**src/rtl/sar_pkg.sv**
```systemverilog
package sar_pkg;
  localparam int REG_AW = 4;
  localparam int CH_W   = 3;

  localparam logic [REG_AW-1:0] OFF_RESULT = 4'h0;
  localparam logic [REG_AW-1:0] OFF_STATUS = 4'h4;
  localparam logic [REG_AW-1:0] OFF_CTRL   = 4'h8;
  localparam logic [REG_AW-1:0] OFF_DELAY  = 4'hC;

  localparam int CTL_PWR = 3;
  localparam int CTL_IEN = 5;
  localparam int CTL_IST = 6;

  typedef struct packed {
    logic            ist;
    logic            ien;
    logic            pwr;
    logic [CH_W-1:0] chan;
  } ctrl_t;
endpackage

```
**src/rtl/sar_seq.sv**
```systemverilog
module sar_seq #(
  parameter int DLY_W = 6
) (
  input  logic             clk,
  input  logic             rst,
  input  logic             start,
  input  logic             abort,
  input  logic [DLY_W-1:0] dly,
  output logic             go,
  output logic             waiting
);
  logic [DLY_W-1:0] cnt;
  logic             last_tick;

  assign last_tick = waiting && (cnt == DLY_W'(1));
  assign go = !abort && ((start && (dly == '0)) || last_tick);

  always_ff @(posedge clk) begin
    if (rst) begin
      waiting <= 1'b0;
      cnt     <= '0;
    end else if (abort) begin
      waiting <= 1'b0;
      cnt     <= '0;
    end else if (start && (dly != '0)) begin
      waiting <= 1'b1;
      cnt     <= dly;
    end else if (last_tick) begin
      waiting <= 1'b0;
      cnt     <= '0;
    end else if (waiting) begin
      cnt <= cnt - DLY_W'(1);
    end
  end

  // the delay counter is never empty while waiting
  a_r3_wait_nonzero: assert property (@(posedge clk) disable iff (rst)
    waiting |-> (cnt != '0));
  // an abort leaves the delay stage idle
  a_r7_wait_abort: assert property (@(posedge clk) disable iff (rst)
    abort |=> !waiting);
endmodule

```
**src/rtl/sar_approx.sv**
```systemverilog
module sar_approx #(
  parameter int RES = 10
) (
  input  logic           clk,
  input  logic           rst,
  input  logic           go,
  input  logic           abort,
  input  logic           cmp_hi,
  output logic           active,
  output logic [RES-1:0] code,
  output logic [RES-1:0] result,
  output logic           done
);
  localparam logic [RES-1:0] TOP = {1'b1, {(RES-1){1'b0}}};

  logic [RES-1:0] mask;
  logic [RES-1:0] kept;
  logic [RES-1:0] mask_nx;

  assign kept    = cmp_hi ? code : (code & ~mask);
  assign mask_nx = mask >> 1;
  assign done    = active && mask[0] && !abort;

  always_ff @(posedge clk) begin
    if (rst) begin
      active <= 1'b0;
      code   <= '0;
      mask   <= '0;
      result <= '0;
    end else if (abort) begin
      active <= 1'b0;
      code   <= '0;
      mask   <= '0;
    end else if (go) begin
      active <= 1'b1;
      code   <= TOP;
      mask   <= TOP;
    end else if (active) begin
      if (mask[0]) begin
        active <= 1'b0;
        code   <= kept;
        mask   <= '0;
        result <= kept;
      end else begin
        mask <= mask_nx;
        code <= kept | mask_nx;
      end
    end
  end

  // every conversion opens at half scale
  a_r9_half_scale: assert property (@(posedge clk) disable iff (rst)
    (go && !abort) |=> (code == TOP));
  // exactly one trial bit while stepping
  a_r9_one_trial: assert property (@(posedge clk) disable iff (rst)
    active |-> ($countones(mask) == 1));
  // bits above the trial bit are never altered by a step
  a_r4_upper_kept: assert property (@(posedge clk) disable iff (rst)
    (active && !mask[0] && !abort) |=> ((code & ~(($past(mask) << 1) - RES'(1))) ==
                                         ($past(code) & ~(($past(mask) << 1) - RES'(1)))));
endmodule

```
**src/rtl/sar_regs.sv**
```systemverilog
module sar_regs
  import sar_pkg::*;
#(
  parameter int RES      = 10,
  parameter int DLY_W    = 6,
  parameter int DLY_INIT = 8,
  parameter int DW       = 32
) (
  input  logic              clk,
  input  logic              rst,
  input  logic              we,
  input  logic              re,
  input  logic [REG_AW-1:0] addr,
  input  logic [DW-1:0]     wdata,
  input  logic              busy,
  input  logic              done,
  input  logic [RES-1:0]    result,
  output logic [DW-1:0]     rdata,
  output ctrl_t             ctrl,
  output logic [DLY_W-1:0]  dly,
  output logic              start,
  output logic              abort
);
  logic ctrl_wr;
  logic ctrl_ok;

  assign ctrl_wr = we && (addr == OFF_CTRL);
  assign start   = ctrl_wr && wdata[CTL_PWR] && !busy;
  assign abort   = ctrl_wr && !wdata[CTL_PWR];
  assign ctrl_ok = start || abort;

  always_ff @(posedge clk) begin
    if (rst) begin
      ctrl <= '0;
    end else if (ctrl_ok) begin
      ctrl.chan <= wdata[CH_W-1:0];
      ctrl.pwr  <= wdata[CTL_PWR];
      ctrl.ien  <= wdata[CTL_IEN];
      ctrl.ist  <= 1'b0;
    end else if (done && ctrl.ien) begin
      ctrl.ist <= 1'b1;
    end
  end

  always_ff @(posedge clk) begin
    if (rst) begin
      dly <= DLY_W'(DLY_INIT);
    end else if (we && (addr == OFF_DELAY)) begin
      dly <= wdata[DLY_W-1:0];
    end
  end

  always_ff @(posedge clk) begin
    if (rst) begin
      rdata <= '0;
    end else if (re) begin
      case (addr)
        OFF_RESULT: rdata <= {{(DW-RES){1'b0}}, result};
        OFF_STATUS: rdata <= {{(DW-1){1'b0}}, busy};
        OFF_CTRL:   rdata <= {{(DW-7){1'b0}}, ctrl.ist, ctrl.ien, 1'b0, ctrl.pwr, ctrl.chan};
        OFF_DELAY:  rdata <= {{(DW-DLY_W){1'b0}}, dly};
        default:    rdata <= '0;
      endcase
    end
  end

  // the flag is only raised with its enable
  a_r6_flag_needs_en: assert property (@(posedge clk) disable iff (rst)
    ctrl.ist |-> ctrl.ien);
  // a power-on write while busy leaves the channel alone
  a_r8_chan_held: assert property (@(posedge clk) disable iff (rst)
    (busy && ctrl_wr && wdata[CTL_PWR]) |=> $stable(ctrl.chan));
  // a power-off write always lands
  a_r7_pwr_off: assert property (@(posedge clk) disable iff (rst)
    abort |=> !ctrl.pwr);
endmodule

```
**src/rtl/sar_seq_ctrl.sv**
```systemverilog
module sar_seq_ctrl
  import sar_pkg::*;
#(
  parameter int RES      = 10,
  parameter int DLY_W    = 6,
  parameter int DLY_INIT = 8,
  parameter int DW       = 32
) (
  input  logic              clk,
  input  logic              rst,
  input  logic              reg_we,
  input  logic              reg_re,
  input  logic [REG_AW-1:0] reg_addr,
  input  logic [DW-1:0]     reg_wdata,
  output logic [DW-1:0]     reg_rdata,
  output logic              adc_pwr,
  output logic [CH_W-1:0]   adc_chan,
  output logic [RES-1:0]    dac_code,
  input  logic              cmp_hi,
  output logic              irq
);
  ctrl_t            ctrl;
  logic [DLY_W-1:0] dly;
  logic             start, abort, go, waiting, active, done, busy;
  logic [RES-1:0]   result;

  assign busy     = waiting || active;
  assign adc_pwr  = ctrl.pwr;
  assign adc_chan = ctrl.chan;
  assign irq      = ctrl.ist;

  sar_regs #(.RES(RES), .DLY_W(DLY_W), .DLY_INIT(DLY_INIT), .DW(DW)) u_regs (
    .clk(clk), .rst(rst), .we(reg_we), .re(reg_re), .addr(reg_addr),
    .wdata(reg_wdata), .busy(busy), .done(done), .result(result),
    .rdata(reg_rdata), .ctrl(ctrl), .dly(dly), .start(start), .abort(abort)
  );

  sar_seq #(.DLY_W(DLY_W)) u_seq (
    .clk(clk), .rst(rst), .start(start), .abort(abort), .dly(dly),
    .go(go), .waiting(waiting)
  );

  sar_approx #(.RES(RES)) u_approx (
    .clk(clk), .rst(rst), .go(go), .abort(abort), .cmp_hi(cmp_hi),
    .active(active), .code(dac_code), .result(result), .done(done)
  );

  // the converter is powered for the whole conversion
  a_r3_busy_powered: assert property (@(posedge clk) disable iff (rst)
    busy |-> adc_pwr);
  // delay stage and stepping stage never overlap
  a_r3_stages_exclusive: assert property (@(posedge clk) disable iff (rst)
    !(waiting && active));
  // channel is steady across a busy period
  a_r8_chan_steady: assert property (@(posedge clk) disable iff (rst)
    (busy && $past(busy)) |-> $stable(adc_chan));
endmodule

```
**config.mk**
```make
export PLATFORM = sky130hd
export DESIGN_NAME = sar_seq_ctrl
export DESIGN_NICKNAME = d
export VERILOG_FILES = /design/src/rtl/sar_pkg.sv /design/src/rtl/sar_seq.sv /design/src/rtl/sar_approx.sv /design/src/rtl/sar_regs.sv /design/src/rtl/sar_seq_ctrl.sv
export SDC_FILE = /design/constraint.sdc
export NUM_CORES = 1
export LEC_CHECK = 0
export ABC_AREA = 1
export BUFFER_PORTS_ARGS = -buffer_cell sky130_fd_sc_hd__buf_2
export CELL_PAD_IN_SITES_DETAIL_PLACEMENT = 1
export CELL_PAD_IN_SITES_GLOBAL_PLACEMENT = 2
export CORE_MARGIN = 4
export CORE_UTILIZATION = 28
export CTS_CLUSTER_DIAMETER = 60
export CTS_CLUSTER_SIZE = 8
export DETAILED_ROUTE_END_ITERATION = 10
export HOLD_SLACK_MARGIN = 0.12
export PLACE_DENSITY = 0.79
export SLEW_MARGIN = 20
export SYNTH_ARGS = -nofsm -noshare
export SYNTH_HDL_FRONTEND = slang
export SYNTH_SLANG_ARGS = --single-unit
```
**constraint.sdc**
```tcl
create_clock -name clk -period 1.5 [get_ports clk]
set_input_delay 0 -clock clk [delete_from_list [all_inputs] [get_ports clk]]
set_output_delay 0 -clock clk [all_outputs]
set_load 0.02 [all_outputs]
```
# [Word-level counts from Yosys, hierarchy flattened]
# Index checks and enable logic that the tools add are counted.
[word_totals] in_bits=41 ff_bits=82 out_inout_bits=47 elab_cells=68
[classes] n_reduce_logical=28 n_addsub=1 n_mux=16 n_eq_ne=4 n_bitwise=5
[ops] operator="$mux 10" count=6
[ops] operator="$pmux 10 s4" count=1
[ops] operator="$mux 6" count=3
[ops] operator="$logic_and 1x1->1" count=12
[ops] operator="$and 10x10->10" count=1
[ops] operator="$not 10->10" count=1
[ops] operator="$or 10x9->10" count=1
[ops] operator="$mux 9" count=1
[ops] operator="$eq 4x4->1 const B" count=2
[ops] operator="$eq 6x1->1 const B" count=1
[ops] operator="$logic_not 6->1" count=1
[ops] operator="$reduce_bool 6->1" count=1
[ops] operator="$sub 6x1->6 const B" count=1
[ops] operator="$mux 1" count=5
[ops] operator="$eq 4x3->1 const B" count=1
[ops] operator="$logic_not 4->1" count=1
[ops] operator="$reduce_and 4->1" count=1
[ops] operator="$reduce_bool 2->1" count=2
[ops] operator="$reduce_or 2->1" count=2
[ops] operator="$logic_not 1->1" count=3
[ops] operator="$logic_or 1x1->1" count=3
[ops] operator="$reduce_bool 3->1" count=1
[ops] operator="$reduce_or 3->1" count=1
[ops] operator="$not 1->1" count=2

# [Longest topological paths before layout]
[logic_depth] ltp_word=9 ltp_mapped=10 mapped_depth_nobuf=9

# [Modules after synthesis]
# From an unflattened synthesis, not the netlist that was laid out.
[unflattened] cells_unflattened=436 hier_area_um2=3031.7
[by_module_without_submodules] mod="sar_approx" cells_per_inst=185 n_inst=1 area_per_inst_um2=1308.8 seq_area_each_um2=620.6
[by_module_without_submodules] mod="sar_regs" cells_per_inst=168 n_inst=1 area_per_inst_um2=1209.9 seq_area_each_um2=440.4
[by_module_without_submodules] mod="sar_seq" cells_per_inst=80 n_inst=1 area_per_inst_um2=501.7 seq_area_each_um2=140.1
[by_module_without_submodules] mod="sar_seq_ctrl" cells_per_inst=3 n_inst=1 area_per_inst_um2=11.3 seq_area_each_um2=0.0

# [Least setup slack after synthesis]
# Ideal clock, no wire load.
[synth_path] kind="register to register" startpoint="register u_approx.active" endpoint="register u_approx.code[6]" synth_period_minus_slack_ns=1.343 arrival_ns=1.221 setup_slack_ns=0.157 path_stages_with_launch=9 cell_sequence="dfxtp_1 nor2_2 nand2_2 nor2_8 nand2_4 and2_4 nand2_8 buf_12 a21oi_1"
[synth_between] elab_chain_cells=7
[synth_lines] element="start: declaration" line="sar_approx.sv:9" rtl="output logic active,"
[synth_lines] element="start signal: assignment" line="sar_approx.sv:26" rtl="active <= 1'b0;"
[synth_lines] element="start signal: assignment" line="sar_approx.sv:31" rtl="active <= 1'b0;"
[synth_lines] element="start signal: assignment" line="sar_approx.sv:35" rtl="active <= 1'b1;"
[synth_lines] element="$logic_or 1x1->1" line="sar_seq_ctrl.sv:27" rtl="assign busy = waiting || active;"
[synth_lines] element="$logic_not 1->1" line="sar_regs.sv:28" rtl="assign start = ctrl_wr && wdata[CTL_PWR] && !busy;"
[synth_lines] element="$logic_and 1x1->1" line="sar_regs.sv:28"
[synth_lines] element="$logic_and 1x1->1" line="sar_seq.sv:16" rtl="assign go = !abort && ((start && (dly == '0)) || last_tick);"
[synth_lines] element="$logic_or 1x1->1" line="sar_seq.sv:16"
[synth_lines] element="$logic_and 1x1->1" line="sar_seq.sv:16"
[synth_lines] element="$reduce_or 3->1 (no line)"
[synth_lines] element="end signal: assignment" line="sar_approx.sv:41" rtl="code <= kept;"
[synth_lines] element="end signal: assignment" line="sar_approx.sv:46" rtl="code <= kept | mask_nx;"
[synth_lines] element="end: declaration" line="sar_approx.sv:10" rtl="output logic [RES-1:0] code,"
# Parallel ways exist; a longest one is shown, timed or not.
# A chain may end at the register's enable or synchronous reset.

# [Worst setup path in the final report]
[layout_path] startpoint="register u_regs.dly[3]" endpoint="register u_approx.code[6]"
[layout_between] elab_chain_cells=5
[layout_lines] element="start: declaration" line="sar_regs.sv:20" rtl="output logic [DLY_W-1:0] dly,"
[layout_lines] element="start signal: assignment" line="sar_regs.sv:47" rtl="dly <= DLY_W'(DLY_INIT);"
[layout_lines] element="start signal: assignment" line="sar_regs.sv:49" rtl="dly <= wdata[DLY_W-1:0];"
[layout_lines] element="$logic_not 6->1" line="sar_seq.sv:16"
[layout_lines] element="$logic_and 1x1->1" line="sar_seq.sv:16"
[layout_lines] element="$logic_or 1x1->1" line="sar_seq.sv:16"
[layout_lines] element="$logic_and 1x1->1" line="sar_seq.sv:16"
[layout_lines] element="$reduce_or 3->1 (no line)"
# No other way between the ends.

==> results.md <==
* Initial Utilization at 28.8%
* Pre-antenna DRT Iters at 4
* Design area at 3640 µm²
* Final GP Congestion at 0.760
* Final Max Slew Viols at 0
* CP endpoint kind: flop
* # clock sinks at 60
* Inst Count DP at 587
* Htree depth at 3
* Cells after Synth at 412
* Top Ports at 88
* Total chip power at 3.29 mW
* Worst Skew at 0.00803 ns
* Power Density at 903 nW/µm²
* I/O Buffers at 39
* Ys Warns at 0
* DRC viols at 0
* Sum Neg Setup Slack at 0 ns
* DRT iter0 DRCs at slightly below 80
* Post-DP Area at 3280 µm²
* Leakage power at 1.65 nW
* Clock Latency Late Sink at 0.34 ns
* N_diodes at 0
* Unrepaired setup endpoints after global routing: false
* F_max at 716 MHz
* Worst-path maximum fanout at 18
* Setup WS post-layout at 0.104 ns
* Final min period at 1.40 ns
* Die area at 12400 µm²
* Area growth, synth to finish at 21.8%
* Core area at 10400 µm²
* Status: completed
* Peak VDD IR at 0.445 mV
* Mapped cell area at 2990 µm²
* Vias in the first global route at approximately 2800
* Async set-or-reset flop fraction in the synthesized netlist at 0%
* Drt via density at 4.45
* Post-synth EDFFs at 0
* Sequential fraction of the synthesis area at 40.2%
* Main flop type after synthesis: dfxtp_1
* Kind of critical path: flop to flop
* Final nets at 521
* Setup violators final at 0
* First-pass GRT wire length at 13600 µm
* Total global routing overflow at 0
* Netlist cell types at 34
* Die width at 111 µm
* Post-DP HPWL at 6070 µm
* Flops & latches, synth at 60
* Mean post-synth cell area at 7.25 µm²
* Fin crit share at 93.1%
* Vias at between 2000 and 3000
* Max-cap violations at 0
* Initial antenna violation count at 0
* Hold crit path type: primary input to flop
* Overall routing resource usage at 13.3%
* Startpoint types: flop
* Share of cells above drive strength 1 at 20.3%
* Num rows at 37
* DP Worst Slack at 0.0284 ns
* CTS Buf Count at 9
* WP data arrival at ~1.6 ns
* Antenna violation net count after detailed routing at 0
* Root Driver: clkbuf_8
* Final std cells w/o fill at 619
* DR WL/cell at ~13 µm
* CTS max path bufs at 2
* CTS tree: done
* Final Hold Fails at 0
* Die Y-Extent at about 110 µm
* Largest net degree at the start of global routing at 25
* Critical Path RT at 1.72 ns
* Clock slew at reported path FFs at around 0.070 ns
* Wire length after detailed routing at ~8000 µm
-- logic make-up after synthesis --
group,synth area share (%)
flip-flops,40.2
AO/OA/AOI/OAI,16.8
other,0.126
AND/OR/NAND/NOR,26.7
adder cells (fa/ha/maj),0.837
buffers and inverters,14.8
XOR/XNOR,0.586
-- what timing repair did --
item,CTS,global route
setup endpoints to repair,0,34
hold buffers,12,0
resized for setup,0,7
hold endpoints to repair,24,0
setup buffers,0,4
-- power breakdown --
part	total, mW	switching, mW	internal [mW]
clock	1.39	0.633	0.759
sequential	1.62	0.0106	1.61
combinational	0.275	0.190	0.0855
total	3.29	0.834	2.45
-- flip-flops by register name (all words and copies together), names as in the netlist --
name / cells
u_approx.active: 1
u_approx.code: 10
u_approx.mask: 10
u_approx.result: 10
u_regs.ctrl: 6
u_regs.dly: 6
u_regs.rdata: 10
u_seq.cnt: 6
u_seq.waiting: 1
-- placed cells by master (no fill, tap or decap), drive strengths merged, types with 2 or more instances in the layout --
master / netlist / final
a21boi: 8 / 8
a21oi: 47 / 47
buf: 30 / 56
clkbuf: 4 / 11
clkinv: 0 / 3
conb: 1 / 22
dfxtp: 60 / 60
dlygate4sd3: 0 / 12
ha: 2 / 2
inv: 52 / 52
nand2: 105 / 105
nand3: 11 / 11
nand4: 9 / 9
nor2: 47 / 47
nor3: 2 / 2
o211ai: 5 / 5
o21ai: 20 / 20
o22ai: 3 / 3
o31ai: 3 / 3
-- worst paths after layout --
kind                                                 startpoint                       endpoint  slack (ns)  cells past startpoint
worst min-delay path                                reg_addr[2]    u_regs.ctrl[3]$_SDFFE_PP0P_        0.14                      6
worst max register to register       u_regs.dly[3]$_SDFFE_PP1P_  u_approx.code[6]$_SDFFE_PP0P_        0.10                      7
worst max-delay path                 u_regs.dly[3]$_SDFFE_PP1P_  u_approx.code[6]$_SDFFE_PP0P_        0.10                      7
worst min register to register  u_approx.result[9]$_SDFFE_PP0P_   u_regs.rdata[9]$_SDFFE_PP0P_        0.46                      2
-- synth_stat cells (4+ instances only) --
cell type    n  share of area [%]
nand2_1    101                 13
dfxtp_1     60                 40
inv_1       49                6.2
nor2_1      42                5.3
a21oi_1     40                6.7
buf_4       25                6.3
o21ai_0     20                3.4
nand3_1      9                1.5
a21boi_0     8                2.0
nand4_1      8                1.7
a21oi_2      7                2.1
o211ai_1     5                1.3
clkbuf_1     4               0.50
-- area by class of cell --
class	instances	area [µm²]
inverter	52	195
sequential	60	1200
tap	136	170
clock inverter	5	52.6
multi-input combinational	287	1450
clock buffer	11	131
timing repair buffer	68	443
fill	1315	6730
-- metal layers --
metal	track usage (%)	wire (µm)
met5	0	0
met4	2.68	61
met1	17.4	3830
met3	4.20	391
met2	21.8	3820
-- through the flow --
stage	util (%)	hold slack (ns)
final	35.1	0.137
after global routing	35.1	0.161
after CTS	34.6	0.131
after detailed placement	31.6	0.287
after global placement	31.6	0.275
after floorplan	-	0.165
-- critical path: stages (launching register included) --
cell	delay, ns
dfxtp_1	0.35
nor2_1	0.14
nand3_1	0.08
nor2_1	0.20
nand2_4	0.11
and2_4	0.18
nand2_8	0.15
a21oi_1	0.06
No activity file was read; power rests on OpenSTA's default activity.
